===== src/rtl/gpio_bank_pkg.sv =====
package gpio_bank_pkg;
  localparam int PIN_CNT = 32;
  localparam int BUS_W   = 32;
  localparam int ADDR_W  = 6;
  localparam int FSEL_W  = 4;
  localparam int DRV_W   = 2;
  localparam int PUL_W   = 2;

  localparam int WIDX_W        = ADDR_W - 2;
  localparam int FSEL_PER_WORD = BUS_W / FSEL_W;
  localparam int FSEL_WORDS    = PIN_CNT / FSEL_PER_WORD;
  localparam int DRV_PER_WORD  = BUS_W / DRV_W;
  localparam int DRV_WORDS     = PIN_CNT / DRV_PER_WORD;
  localparam int PUL_PER_WORD  = BUS_W / PUL_W;
  localparam int PUL_WORDS     = PIN_CNT / PUL_PER_WORD;

  // word map: function words, data word, drive words, pull words
  localparam int FSEL_BASE  = 0;
  localparam int DATA_IDX   = FSEL_BASE + FSEL_WORDS;
  localparam int DRV_BASE   = DATA_IDX + 1;
  localparam int PUL_BASE   = DRV_BASE + DRV_WORDS;
  localparam int WORDS_USED = PUL_BASE + PUL_WORDS;

  localparam logic [FSEL_W-1:0] FN_IN   = 4'd0;
  localparam logic [FSEL_W-1:0] FN_OUT  = 4'd1;
  localparam logic [FSEL_W-1:0] FN_EINT = 4'd6;

  function automatic int fsel_word(input int pin);
    return pin / FSEL_PER_WORD;
  endfunction
  function automatic int fsel_lsb(input int pin);
    return (pin % FSEL_PER_WORD) * FSEL_W;
  endfunction
  function automatic int drv_word(input int pin);
    return pin / DRV_PER_WORD;
  endfunction
  function automatic int drv_lsb(input int pin);
    return (pin % DRV_PER_WORD) * DRV_W;
  endfunction
  function automatic int pul_word(input int pin);
    return pin / PUL_PER_WORD;
  endfunction
  function automatic int pul_lsb(input int pin);
    return (pin % PUL_PER_WORD) * PUL_W;
  endfunction
endpackage


===== src/rtl/gpio_cfg_regs.sv =====
module gpio_cfg_regs import gpio_bank_pkg::*; (
  input  logic                                clk,
  input  logic                                rst_n,
  input  logic                                wr_en,
  input  logic [WIDX_W-1:0]                   widx,
  input  logic [BUS_W-1:0]                    wdata,
  output logic [FSEL_WORDS-1:0][BUS_W-1:0]    fsel_q,
  output logic [PIN_CNT-1:0]                  data_q,
  output logic [DRV_WORDS-1:0][BUS_W-1:0]     drv_q,
  output logic [PUL_WORDS-1:0][BUS_W-1:0]     pul_q,
  output logic                                map_hit
);
  assign map_hit = (widx < WIDX_W'(WORDS_USED));

  always_ff @(posedge clk or negedge rst_n) begin
    if (!rst_n) begin
      fsel_q <= '0;
      data_q <= '0;
      drv_q  <= '0;
      pul_q  <= '0;
    end else if (wr_en) begin
      for (int k = 0; k < FSEL_WORDS; k++)
        if (widx == WIDX_W'(FSEL_BASE + k)) fsel_q[k] <= wdata;
      if (widx == WIDX_W'(DATA_IDX)) data_q <= wdata[PIN_CNT-1:0];
      for (int k = 0; k < DRV_WORDS; k++)
        if (widx == WIDX_W'(DRV_BASE + k)) drv_q[k] <= wdata;
      for (int k = 0; k < PUL_WORDS; k++)
        if (widx == WIDX_W'(PUL_BASE + k)) pul_q[k] <= wdata;
    end
  end


  no_stray_write_chk: assert property (@(posedge clk) disable iff (!rst_n)
    !wr_en |=> ($stable(fsel_q) && $stable(data_q) && $stable(drv_q) && $stable(pul_q)));


  unmapped_write_chk: assert property (@(posedge clk) disable iff (!rst_n)
    (wr_en && !map_hit) |=> ($stable(fsel_q) && $stable(data_q) && $stable(drv_q) && $stable(pul_q)));
endmodule


===== src/rtl/gpio_in_sync.sv =====
module gpio_in_sync #(
  parameter int WIDTH = 32
) (
  input  logic             clk,
  input  logic             rst_n,
  input  logic [WIDTH-1:0] async_in,
  output logic [WIDTH-1:0] sync_out
);
  logic [WIDTH-1:0] stage1;

  always_ff @(posedge clk or negedge rst_n) begin
    if (!rst_n) begin
      stage1   <= '0;
      sync_out <= '0;
    end else begin
      stage1   <= async_in;
      sync_out <= stage1;
    end
  end


  first_stage_chk: assert property (@(posedge clk) disable iff (!rst_n)
    $past(rst_n) |-> (stage1 == $past(async_in)));


  second_stage_chk: assert property (@(posedge clk) disable iff (!rst_n)
    $past(rst_n) |-> (sync_out == $past(stage1)));
endmodule


===== src/rtl/gpio_pin_map.sv =====
module gpio_pin_map import gpio_bank_pkg::*; (
  input  logic                             clk,
  input  logic                             rst_n,
  input  logic [FSEL_WORDS-1:0][BUS_W-1:0] fsel_q,
  input  logic [PIN_CNT-1:0]               data_q,
  input  logic [DRV_WORDS-1:0][BUS_W-1:0]  drv_q,
  input  logic [PUL_WORDS-1:0][BUS_W-1:0]  pul_q,
  input  logic [PIN_CNT-1:0]               in_sync,
  output logic [PIN_CNT*FSEL_W-1:0]        pin_fsel,
  output logic [PIN_CNT-1:0]               pin_oe,
  output logic [PIN_CNT-1:0]               pin_eint,
  output logic [PIN_CNT*DRV_W-1:0]         pin_drv,
  output logic [PIN_CNT*PUL_W-1:0]         pin_pul,
  output logic [PIN_CNT-1:0]               rd_level
);
  for (genvar p = 0; p < PIN_CNT; p++) begin : g_pin
    localparam int FW = fsel_word(p);
    localparam int FL = fsel_lsb(p);
    localparam int DW = drv_word(p);
    localparam int DL = drv_lsb(p);
    localparam int PW = pul_word(p);
    localparam int PL = pul_lsb(p);

    logic [FSEL_W-1:0] code;
    assign code = fsel_q[FW][FL +: FSEL_W];

    assign pin_fsel[p*FSEL_W +: FSEL_W] = code;
    assign pin_oe[p]   = (code == FN_OUT);
    assign pin_eint[p] = (code == FN_EINT);
    assign pin_drv[p*DRV_W +: DRV_W] = drv_q[DW][DL +: DRV_W];
    assign pin_pul[p*PUL_W +: PUL_W] = pul_q[PW][PL +: PUL_W];
    assign rd_level[p] = pin_oe[p] ? data_q[p] : in_sync[p];
  end


  oe_eint_excl_chk: assert property (@(posedge clk) disable iff (!rst_n)
    (pin_oe & pin_eint) == '0);


  out_readback_chk: assert property (@(posedge clk) disable iff (!rst_n)
    ((rd_level ^ data_q) & pin_oe) == '0);


  in_readback_chk: assert property (@(posedge clk) disable iff (!rst_n)
    ((rd_level ^ in_sync) & ~pin_oe) == '0);
endmodule


===== src/rtl/gpio_bank_regs.sv =====
module gpio_bank_regs import gpio_bank_pkg::*; (
  input  logic                      clk,
  input  logic                      rst_n,
  input  logic                      bus_sel,
  input  logic                      bus_wr,
  input  logic [ADDR_W-1:2]         bus_addr,
  input  logic [BUS_W-1:0]          bus_wdata,
  output logic [BUS_W-1:0]          bus_rdata,
  input  logic [PIN_CNT-1:0]        pin_in,
  output logic [PIN_CNT-1:0]        pin_out,
  output logic [PIN_CNT-1:0]        pin_oe,
  output logic [PIN_CNT-1:0]        pin_eint,
  output logic [PIN_CNT*FSEL_W-1:0] pin_fsel,
  output logic [PIN_CNT*DRV_W-1:0]  pin_drv,
  output logic [PIN_CNT*PUL_W-1:0]  pin_pul
);
  logic [FSEL_WORDS-1:0][BUS_W-1:0] fsel_q;
  logic [PIN_CNT-1:0]               data_q;
  logic [DRV_WORDS-1:0][BUS_W-1:0]  drv_q;
  logic [PUL_WORDS-1:0][BUS_W-1:0]  pul_q;
  logic                             map_hit;
  logic                             wr_fire;
  logic [PIN_CNT-1:0]               in_sync;
  logic [PIN_CNT-1:0]               rd_level;

  assign wr_fire = bus_sel && bus_wr;

  gpio_cfg_regs u_regs (
    .clk     (clk),
    .rst_n   (rst_n),
    .wr_en   (wr_fire),
    .widx    (bus_addr),
    .wdata   (bus_wdata),
    .fsel_q  (fsel_q),
    .data_q  (data_q),
    .drv_q   (drv_q),
    .pul_q   (pul_q),
    .map_hit (map_hit)
  );

  gpio_in_sync #(.WIDTH(PIN_CNT)) u_sync (
    .clk      (clk),
    .rst_n    (rst_n),
    .async_in (pin_in),
    .sync_out (in_sync)
  );

  gpio_pin_map u_map (
    .clk      (clk),
    .rst_n    (rst_n),
    .fsel_q   (fsel_q),
    .data_q   (data_q),
    .drv_q    (drv_q),
    .pul_q    (pul_q),
    .in_sync  (in_sync),
    .pin_fsel (pin_fsel),
    .pin_oe   (pin_oe),
    .pin_eint (pin_eint),
    .pin_drv  (pin_drv),
    .pin_pul  (pin_pul),
    .rd_level (rd_level)
  );

  assign pin_out = data_q;

  always_comb begin
    bus_rdata = '0;
    if (bus_sel) begin
      for (int k = 0; k < FSEL_WORDS; k++)
        if (bus_addr == WIDX_W'(FSEL_BASE + k)) bus_rdata = fsel_q[k];
      if (bus_addr == WIDX_W'(DATA_IDX)) bus_rdata = rd_level;
      for (int k = 0; k < DRV_WORDS; k++)
        if (bus_addr == WIDX_W'(DRV_BASE + k)) bus_rdata = drv_q[k];
      for (int k = 0; k < PUL_WORDS; k++)
        if (bus_addr == WIDX_W'(PUL_BASE + k)) bus_rdata = pul_q[k];
    end
  end


  reset_clear_chk: assert property (@(posedge clk)
    !rst_n |=> (fsel_q == '0 && data_q == '0 && drv_q == '0 && pul_q == '0));


  unmapped_read_chk: assert property (@(posedge clk) disable iff (!rst_n)
    (bus_sel && !map_hit) |-> (bus_rdata == '0));
endmodule


===== config.mk =====
export PLATFORM = sky130hd
export DESIGN_NAME = gpio_bank_regs
export DESIGN_NICKNAME = d
export VERILOG_FILES = /design/src/rtl/gpio_bank_pkg.sv /design/src/rtl/gpio_cfg_regs.sv /design/src/rtl/gpio_in_sync.sv /design/src/rtl/gpio_pin_map.sv /design/src/rtl/gpio_bank_regs.sv
export SDC_FILE = /design/constraint.sdc
export NUM_CORES = 1
export LEC_CHECK = 0
export ABC_AREA = 1
export CORE_MARGIN = 2
export CORE_UTILIZATION = 45
export CTS_BUF_LIST = sky130_fd_sc_hd__clkbuf_8 sky130_fd_sc_hd__clkbuf_16
export CTS_CLUSTER_DIAMETER = 30
export DETAILED_ROUTE_END_ITERATION = 10
export DONT_BUFFER_PORTS = 1
export SLEW_MARGIN = 10
export SYNTH_ARGS = -nofsm -noshare
export SYNTH_HDL_FRONTEND = slang
export SYNTH_SLANG_ARGS = --single-unit

===== constraint.sdc =====
create_clock -name clk -period 2.1 [get_ports clk]
set_clock_uncertainty 0.1 [all_clocks]
set_input_delay 0.315 -clock clk [delete_from_list [all_inputs] [get_ports clk]]
set_output_delay 0.315 -clock clk [all_outputs]
set_load 0.02 [all_outputs]

=== Yosys cells after proc, flatten, opt, wreduce, memory -nomap -nowiden ===
Index checks and enable logic that the tools add are counted.

* Bits in registers: 352
* Memory bits (read-only): 0
* Input bits: 72
* Output and inout port bits: 384
* Memories: 0
* Latch bits: 0
* Memory bits (writable): 0

* Magnitude comparators: 0
* Shift operators: 0
* Divide/modulo/power cells: 0
* Bitwise operators: 0
* Multiply operators: 0
* Reduce and logical (&&, ||, !) cells: 11
* Add/sub/neg operators: 0
* Mux-type cells: 42
* Eq/ne operators: 72

{| class="wikitable"
|+ Operators with widths
! operator !! count
|-
| two-way mux 32 bit || 10
|-
| == test 4 x 3 -> 1 bit (second input constant) || 36
|-
| == test 4 x 1 -> 1 bit (second input constant) || 33
|-
| two-way mux 1 bit || 32
|-
| AND reduction 2 bit || 9
|-
| == test 4 x 2 -> 1 bit (second input constant) || 2
|-
| == test 4 bit (second input constant) || 1
|-
| zero test 4 bit || 1
|-
| logical AND 1 bit || 1
|}

=== Logic depth before layout (Yosys ltp) ===
Gate-level depths: netlist of run 1.

* Depth after elaboration: 11
* Depth in mapped cells: 14
* Depth with buffers taken out: 12

=== Cells and area by module ===
A second synthesis of run 1 with hierarchy kept.

* Cells, all modules: 2617
* Area, all modules: 19560.0 µm²

{| class="wikitable"
|+ By module, submodules not included
! module !! instances !! cells each !! area an instance (µm²)
|-
| gpio_cfg_regs || 1 || 1374 || 12006.5
|-
| gpio_pin_map || 1 || 576 || 3363.2
|-
| gpio_bank_regs || 1 || 603 || 2588.7
|-
| gpio_in_sync || 1 || 64 || 1601.5
|}

=== Worst setup path before layout of run 1 ===
OpenSTA, ideal clock, no wires.

* Path type: input -> output
* Start point: input port bus_addr[3] (netlist bit)
* End point: output port bus_rdata[10]
* Slack: 0.214 ns
* Path buffers: 2
* Data arrival time: 1.471 ns
* Data required time: 1.685 ns
* Stages on the path: 11
* Cells stage by stage: buf_4 -> nor2_8 -> buf_1 -> nand3_1 -> nand3_1 -> nand2_1 -> nand2_1 -> nand2_1 -> nand4_1 -> nand2_1 -> inv_1

* Longest elaborated chain between the ends: 11

{| class="wikitable"
|+ Ends and longest elaborated chain
! what !! RTL line !! text
|-
| start: declaration || gpio_bank_regs.sv:6 || <nowiki>input logic [ADDR_W-1:2] bus_addr,</nowiki>
|-
| zero test 4 bit || gpio_bank_regs.sv:70 || <nowiki>if (bus_addr == WIDX_W'(FSEL_BASE + k)) bus_rdata = fsel_q[k];</nowiki>
|-
| two-way mux 32 bit (4 in series) || gpio_bank_regs.sv:70 ||
|-
| two-way mux 32 bit || gpio_bank_regs.sv:71 || <nowiki>if (bus_addr == WIDX_W'(DATA_IDX)) bus_rdata = rd_level;</nowiki>
|-
| two-way mux 32 bit (2 in series) || gpio_bank_regs.sv:73 || <nowiki>if (bus_addr == WIDX_W'(DRV_BASE + k)) bus_rdata = drv_q[k];</nowiki>
|-
| two-way mux 32 bit || gpio_bank_regs.sv:75 || <nowiki>if (bus_addr == WIDX_W'(PUL_BASE + k)) bus_rdata = pul_q[k];</nowiki>
|-
| two-way mux 32 bit (*) || gpio_bank_regs.sv:75 ||
|-
| two-way mux 32 bit (*) || gpio_bank_regs.sv:68 || <nowiki>if (bus_sel) begin</nowiki>
|-
| end: declaration || gpio_bank_regs.sv:8 || <nowiki>output logic [BUS_W-1:0] bus_rdata,</nowiki>
|}

Every way passes the cells marked *; elsewhere a longest branch is shown, timed or not.

=== Final worst setup path of run 1 ===
* Start point: register u_regs.fsel_q[122] (netlist bit)
* End point: output port bus_rdata[30]

* Longest elaborated chain between the ends: 8

{| class="wikitable"
|+ Ends and longest elaborated chain
! what !! RTL line !! text
|-
| start: declaration || gpio_cfg_regs.sv:7 || <nowiki>output logic [FSEL_WORDS-1:0][BUS_W-1:0] fsel_q,</nowiki>
|-
| start signal: indexed assignment || gpio_cfg_regs.sv:23 || <nowiki>if (widx == WIDX_W'(FSEL_BASE + k)) fsel_q[k] <= wdata;</nowiki>
|-
| == test 4 x 1 -> 1 bit || gpio_pin_map.sv:28 || <nowiki>assign pin_oe[p] = (code == FN_OUT);</nowiki>
|-
| two-way mux 1 bit || gpio_pin_map.sv:32 || <nowiki>assign rd_level[p] = pin_oe[p] ? data_q[p] : in_sync[p];</nowiki>
|-
| two-way mux 32 bit || gpio_bank_regs.sv:71 ||
|-
| two-way mux 32 bit (2 in series) || gpio_bank_regs.sv:73 ||
|-
| two-way mux 32 bit (2 in series) || gpio_bank_regs.sv:75 ||
|-
| two-way mux 32 bit || gpio_bank_regs.sv:68 ||
|}

Every way passes these cells.

==> results of run 1 <==
[synthesized netlist by cell type (all sizes together)]
library cell and number:
nor4 16, nand2 696, clkinv 1, o21ai 336, nand3 160, nor2 45, clkbuf 58, inv 264
buf 42, nand4 33, nor3 17, dfrtp 352
[registers in the layout, indices dropped and copies added, names as in the netlist]
| name | count |
|---|---|
| u_regs.data_q | 32 |
| u_regs.drv_q | 64 |
| u_regs.fsel_q | 128 |
| u_regs.pul_q | 64 |
| u_sync.stage1 | 32 |
| u_sync.sync_out | 32 |
[worst max-delay path by stage]
stage	cells past startpoint	start	slack, ps	to
after CTS	9	u_regs.fsel_q[122]$_DFFE_PN0P_	-190	bus_rdata[30]
final	9	u_regs.fsel_q[122]$_DFFE_PN0P_	-210	bus_rdata[30]
after global placement	10	bus_addr[5]	10	bus_rdata[28]
after global routing	9	u_regs.fsel_q[82]$_DFFE_PN0P_	-290	bus_rdata[20]
after floorplan	11	bus_addr[3]	210	bus_rdata[10]
after detailed placement	10	bus_addr[5]	-8	bus_rdata[28]
[worst register-to-register path: cells and delay by family, from the launching register on]
family	cells	cell delay [ps]
flops	1	370
buf+inv	2	320
compound gates	1	70
simple gates	1	60
[layout by cell type, fill, tap and decap left out, drive strengths merged]
cell         synthesis  final
clkbuf              58    105
o21ai              336    336
inv                264    281
nand2              696    696
dfrtp              352    352
nand3              160    160
bufinv               0      8
buf                 42    263
clkinvlp             0      7
nand4               33     33
dlygate4sd3          0     49
clkinv               1     15
nor3                17     17
nor2                45     45
nor4                16     16
[layer usage]
layer | vias up | GRT usage
met2 | 788 | 0.555
met3 | 167 | 0.117
li1 | 7038 | -
met5 | - | 0
met4 | 0 | 0.144
met1 | 7611 | 0.407
[power breakdown]
group / total (uW) / leakage (uW) / switching, uW / internal, uW
clock network: 12900 / 0.00145 / 3970 / 8950
logic: 5030 / 0.00545 / 3110 / 1920
registers: 9900 / 0.00445 / 2000 / 7910
[stage by stage]
step	total power, uW	TNS, ps	setup slack [ps]
2_1_floorplan	11900	0	214
3_3_place_gp	13800	0	12.6
3_5_place_dp	13900	-7.81	-7.81
4_1_cts	27500	-4640	-192
5_1_grt	28900	-7300	-291
6_report	27900	-3760	-206
[logic make-up after synthesis]
logic type,after synthesis,synth area share
simple gates,967,0.255
buf+inv,365,0.0896
flops,352,0.551
compound gates,336,0.105
[timing repair]
action / CTS / global route
pin swaps: 91 / 99
gates resized for setup: 247 / 151
cloned: 0 / 0
setup endpoints to repair: 44 / 56
endpoints found under the hold margin: 428 / 352
buffers inserted: 38 / 16
[area by class of cell]
class	count	share of cell area
well taps	461	0.0252
clock buffers	105	0.105
multi-input cells	1303	0.292
flip-flops and latches	352	0.387
clock inverters	46	0.0203
inverters	265	0.0443
repair buffers	312	0.127
==> metrics.md, run 1 <==
| Metric | Value |
|---|---|
| Num CTS Buffers | 85 |
| Highest routing layer actually used | met4 |
| Via count of the first global-routing pass | 15,300 |
| Worst ir drop on vdd | 872 uV |
| Kind of start point of the critical path | flip-flop |
| Hold Path Class | input port to asynchronous set/reset pin |
| Post-placement cell count | 2,601 |
| First-pass GRT wire length | 93,400 um |
| CTS HTree Levels | 3 |
| Syn-to-layout area delta | 42.8% |
| Final critical path time including I/O delays and setup | 2310 ps |
| Register-to-register setup slack | 1040 ps |
| Met1 wire length | 23,700 um |
| Core Util, Final | 0.647 |
| Worst path buffer plus inverter count | 3 |
| Required time of the critical path | 1680 ps |
| CP Class | flip-flop to output port |
| Maximum number of pins on one net before global-route repair | 353 |
| Post-route cell area | 0.0228 mm^2 |
| Vertical die dimension | 193 um |
| Clock input transition at the sequential cells of the worst setup and hold paths | 50 ps |
| Worst reg2reg path endpoint | u_regs.fsel_q[28]$_DFFE_PN0P_ |
| Quantity of I/O buffers inserted on ports | 0 |
| Standard-cell rows | 69 |
| WL met2 | 30,200 um |
| Die width | 193 um |
| GRT Util Overall | 0.339 |
| Average wire per cell in the routed design | 22.3 um |
| Post-route DRC | 0 |
| Congestion Overflow GR | 0 |
| Number of hold buffers added after cts | 49 |
| Met3 wire length | 6770 um |
| Reg-to-reg startpoint | u_regs.fsel_q[28]$_DFFE_PN0P_ |
| Net count reported at finish | 2,391 |
| Post-synth top area share | 0.551 |
| Worst hold slack | -672 ps |
| Worst setup EP type | output port |
| 1st-iter DRT viols | 1,050 |
| Placer's final routability congestion estimate | 0.926 |
| Number of detailed-route iterations in the first pass | 7 |
| Root buffer selected by CTS | sky130_fd_sc_hd__clkbuf_16 |
| Placed instance area | 0.0180 mm^2 |
| Ratio of routed vias to standard cells | 5.49 |
| Cell type with the highest occurrence count on the critical path | sky130_fd_sc_hd__nand2_2 |
| Count of synthesis-stage warnings from yosys | 0 |
| Tightest Pin Transition | 1320 ps |
| Max-slew headroom | 0.122 |
| Number of synthesized register bits | 352 |
| Overall die area | 0.0371 mm^2 |
| Layout filler cell count | 2,867 |
| Number of nets in the synthesized netlist | 2,092 |
| Clk sink count | 352 |
| Unrepaired setup endpoints after global routing | true |
| Clock tree from TritonCTS | yes |
| Crit-path max FO | 3 |
| Fraction of layout instances using a drive strength above 1 | 0.301 |
| Failing checks | negative hold slack, negative setup slack |
| Inserted Diodes | 0 |
| Cell Area, Synth | 0.0160 mm^2 |
| Area inside the core boundary | 0.0353 mm^2 |
| Run status | finished, violations left |
| Slowest library cell on the worst path | sky130_fd_sc_hd__dfrtp_2 |
| Total via count in the routed design | 15,600 |
| Initial core utilization | 0.453 |
| Cell types occupying the most area after synthesis | sky130_fd_sc_hd__dfrtp_1 (55%), sky130_fd_sc_hd__nand2_1 (16%), sky130_fd_sc_hd__o21ai_0 (8.3%) |
| P_leak | 0.0114 uW |
| Distinct cells, synth | 25 |
| Antenna-violating nets left | 0 |
| Worst endpoint data arrival time | 1890 ps |
| Synthesized instance count | 2,020 |
| Max-cap violation count | 0 |
| Area used by multi-input combinational logic | 0.00666 mm^2 |
| Largest area contributor in the synthesized netlist | sky130_fd_sc_hd__dfrtp_1 |
| Final critical-path setup slack | -206 ps |
| Power per Cell Area | 1220 mW/mm^2 |
| Largest stage delay, worst path | 460 ps |
| Number of ports placed on the die boundary | 456 |
| Non-filler instance count after layout | 2,844 |
| Ordered list of cells on the worst path | inv_2, nand3_2, inv_2, nand2_2, nand3_2, nand2_2, nand4_1, nand2_2, inv_4 |
| Post-detail-place hpwl | 43,000 um |
| Share of the yosys chip area belonging to registers | 0.551 |
| Fmax achieved | 434 MHz |
| Maximum number of buffers from clock root to sink | 3 |
| Final slew viol count | 0 |
| Detailed-route wire length | 63,400 um |
| Final Hold Violating Endpoints | 352 |
| Count of endpoints failing setup in the final report | 33 |
| Number of antenna violations at the first check in global routing | 0 |
| Final worst-path cycle share | 1.10 |
| Area of all sequential standard cells | 0.00884 mm^2 |
| Synthesized area per cell | 7.92 um^2 |
| Category of cells accounting for the largest share of critical-path delay | simple AND/OR/NAND/NOR gates |
| Clock latency on the worst-skew pair | 600 ps |
| Worst r2r path cells | 4 |
Power figures use the tool's default switching activity.
==> inputs of run 2 (changes only) <==
--- a/config.mk
+++ b/config.mk
@@ -6,10 +6,10 @@
 export NUM_CORES = 1
 export LEC_CHECK = 0
 export ABC_AREA = 1
+export ABC_CLOCK_PERIOD_IN_PS = 2100
 export CORE_MARGIN = 2
 export CORE_UTILIZATION = 45
 export CTS_BUF_LIST = sky130_fd_sc_hd__clkbuf_8 sky130_fd_sc_hd__clkbuf_16
-export CTS_CLUSTER_DIAMETER = 30
 export DETAILED_ROUTE_END_ITERATION = 10
 export DONT_BUFFER_PORTS = 1
 export SLEW_MARGIN = 10
==> metrics.md, run 2 (synthesis results as in run 1) <==
| Metric | Value |
|---|---|
| Reg-to-reg startpoint | u_regs.fsel_q[28]$_DFFE_PN0P_ (unchanged) |
| Worst reg2reg path endpoint | u_regs.fsel_q[28]$_DFFE_PN0P_ (unchanged) |
| Number of detailed-route iterations in the first pass | 7 (unchanged) |
| Unrepaired setup endpoints after global routing | true (unchanged) |
| Initial core utilization | 0.453 (unchanged) |
| Final slew viol count | 0 (unchanged) |
| Area inside the core boundary | 0.0353 mm^2 (unchanged) |
| Worst endpoint data arrival time | 1860 ps (was 1890 ps) |
| Register-to-register setup slack | 1040 ps (about the same) |
| Final critical-path setup slack | -176 ps (was -206 ps) |
| CP Class | flip-flop to output port (unchanged) |
| Max FFs per register | 128 (unchanged) |
| Top reg by flops | u_regs.fsel_q (unchanged) |
| Net switching component of the power | 8000 uW (was 9070 uW) |
| Leading cell type in the layout, fill and taps excluded | sky130_fd_sc_hd__nand2_1 (unchanged) |
| Vertical die dimension | 193 um (unchanged) |
| P_leak | 0.0106 uW (was 0.0114 uW) |
| Number of hold buffers added after cts | 37 (was 49) |
| Worst ir drop on vdd | 797 uV (was 872 uV) |
| Number of ports placed on the die boundary | 456 (unchanged) |
| 1st-iter DRT viols | 1,263 (was 1,050) |
| Clock tree from TritonCTS | yes (unchanged) |
| Total via count in the routed design | 15,100 (was 15,600) |
| Failing checks | negative hold slack, negative setup slack (unchanged) |
| Maximum number of pins on one net before global-route repair | 353 (unchanged) |
| Clk sink count | 352 (unchanged) |
| Placer's final routability congestion estimate | 0.926 (unchanged) |
| Max-slew headroom | 0.386 (was 0.122) |
| Congestion Overflow GR | 0 (unchanged) |
| Post-detail-place hpwl | 43,000 um (unchanged) |
| Clock latency on the worst-skew pair | 560 ps (was 600 ps) |
| Standard-cell rows | 69 (unchanged) |
| Worst hold slack | -660 ps (was -672 ps) |
| Power per Cell Area | 1040 mW/mm^2 (was 1220 mW/mm^2) |
| Final worst-path cycle share | 1.08 (was 1.10) |
| Clock input transition at the sequential cells of the worst setup and hold paths | 60 ps (was 50 ps) |
| Placed instance area | 0.0180 mm^2 (unchanged) |
| Clock network fraction of total power | 0.329 (was 0.464) |
| Internal | 14,200 uW (was 18,800 uW) |
| Die width | 193 um (unchanged) |
| First-pass GRT wire length | 90,900 um (was 93,400 um) |
| Largest regs | u_regs.fsel_q x128, u_regs.drv_q x64, u_regs.pul_q x64 (unchanged) |
| Num CTS Buffers | 41 (was 85) |
| Max-cap violation count | 0 (unchanged) |
| Kind of start point of the critical path | flip-flop (unchanged) |
| Commonest cells after routing, fill and taps aside | sky130_fd_sc_hd__nand2_1 (624), sky130_fd_sc_hd__dfrtp_1 (326), sky130_fd_sc_hd__o21ai_0 (256), sky130_fd_sc_hd__buf_4 (191), sky130_fd_sc_hd__inv_1 (180) (was sky130_fd_sc_hd__nand2_1 (620), sky130_fd_sc_hd__dfrtp_1 (328), sky130_fd_sc_hd__o21ai_0 (258), sky130_fd_sc_hd__inv_1 (189), sky130_fd_sc_hd__buf_4 (182)) |
| Maximum number of buffers from clock root to sink | 3 (unchanged) |
| Final critical path time including I/O delays and setup | 2280 ps (was 2310 ps) |
| Quantity of I/O buffers inserted on ports | 0 (unchanged) |
| Tightest Pin Transition | 921 ps (was 1320 ps) |
| Fmax achieved | 439 MHz (was 434 MHz) |
| CTS HTree Levels | 2 (was 3) |
| Crit-path max FO | 3 (unchanged) |
| Ratio of routed vias to standard cells | 5.46 (was 5.49) |
| Post-route cell area | 0.0213 mm^2 (was 0.0228 mm^2) |
| Post-route DRC | 0 (unchanged) |
| Average wire per cell in the routed design | 22.4 um (was 22.3 um) |
| Layout filler cell count | 3,076 (was 2,867) |
| Logic pwr share | 0.226 (was 0.181) |
| Number of antenna violations at the first check in global routing | 0 (unchanged) |
| Hold Path Class | input port to asynchronous set/reset pin (unchanged) |
| Count of endpoints failing setup in the final report | 32 (was 33) |
| Inserted Diodes | 0 (unchanged) |
| Power Total | 22,200 uW (was 27,900 uW) |
| Run status | finished, violations left (unchanged) |
| GRT Util Overall | 0.331 (was 0.339) |
| Overall die area | 0.0371 mm^2 (unchanged) |
| Setup TNS after final layout | -2730 ps (was -3760 ps) |
| Final Hold Violating Endpoints | 352 (unchanged) |
| Via count of the first global-routing pass | 14,800 (was 15,300) |
| Sequential group share of total power | 0.445 (was 0.356) |
| Syn-to-layout area delta | 32.9% (was 42.8%) |
| Worst setup EP type | output port (unchanged) |
| Fraction of layout instances using a drive strength above 1 | 0.282 (was 0.301) |
| Net count reported at finish | 2,341 (was 2,391) |
| Worst r2r path cells | 4 (unchanged) |
| Switching portion of total power | 0.361 (was 0.326) |
| Core Util, Final | 0.602 (was 0.647) |
| Detailed-route wire length | 61,700 um (was 63,400 um) |
| Antenna-violating nets left | 0 (unchanged) |
| Required time of the critical path | 1680 ps (about the same) |
| Root buffer selected by CTS | sky130_fd_sc_hd__clkbuf_16 (unchanged) |
[run 2: how the worst max path moves through the flow]
stage	start	to	slack, ps	depth (start not counted)
2_1_floorplan	bus_addr[3]	bus_rdata[10]	210	11
6_report	u_regs.fsel_q[94]$_DFFE_PN0P_	bus_rdata[30]	-180	9
5_1_grt	u_regs.fsel_q[79]$_DFFE_PN0P_	bus_rdata[19]	-250	9
4_1_cts	u_regs.fsel_q[21]$_DFFE_PN0P_	bus_rdata[5]	-170	9
3_5_place_dp	bus_addr[5]	bus_rdata[28]	-8	10
3_3_place_gp	bus_addr[5]	bus_rdata[28]	10	10
[run 2: per-layer routing]
| metal | track usage | routed length, um | up-vias |
|---|---|---|---|
| li1 | - | - | 6919 |
| met1 | 0.404 | 23700 | 7303 |
| met2 | 0.547 | 29100 | 707 |
| met3 | 0.102 | 6210 | 149 |
| met4 | 0.136 | 2690 | 0 |
| met5 | 0.00275 | 0 | - |
[run 2: final cells by class]
class	instances	area, um^2	share of cell area
inverters	265	1010	0.0476
multi-input cells	1303	6650	0.313
clock inverters	22	188	0.00883
repair buffers	306	2810	0.132
clock buffers	51	1190	0.0558
well taps	461	577	0.0271
flip-flops and latches	352	8840	0.416
[run 2: metrics by stage]
stage | std cells | worst slack, ps
floorplan | 2020 | 214
global placement | 2601 | 12.6
detailed placement | 2601 | -7.81
CTS | 2754 | -169
global route | 2760 | -254
finish | 2760 | -176
[run 2: what timing repair did]
| action | 4_1_cts | 5_1_grt |
|---|---|---|
| setup buffers | 43 | 14 |
| pin swaps | 100 | 86 |
| setup endpoints to repair | 39 | 53 |
| resized for setup | 275 | 123 |
| hold endpoints to repair | 395 | 352 |
[run 2: power groups by stage]
stage                     combinational [uW]  sequential (uW)  clock, uW
final                                   5020             9870       7290
after global routing                    5450            10000       7660
after CTS                               4720             9790       7370
after detailed placement                4120             9820          0
after global placement                  4050             9790          0
after floorplan                         1740            10100          0
[run 2: worst max-delay path: stages (launching register included)]
cell and delay (ps):
sky130_fd_sc_hd__dfrtp_1 390, sky130_fd_sc_hd__buf_4 180, sky130_fd_sc_hd__inv_1 110, sky130_fd_sc_hd__nand2_1 70
sky130_fd_sc_hd__nand2_1 60, sky130_fd_sc_hd__nand2_1 60, sky130_fd_sc_hd__nand2_2 100, sky130_fd_sc_hd__nand4_1 160
sky130_fd_sc_hd__nand2_2 130, sky130_fd_sc_hd__inv_4 60
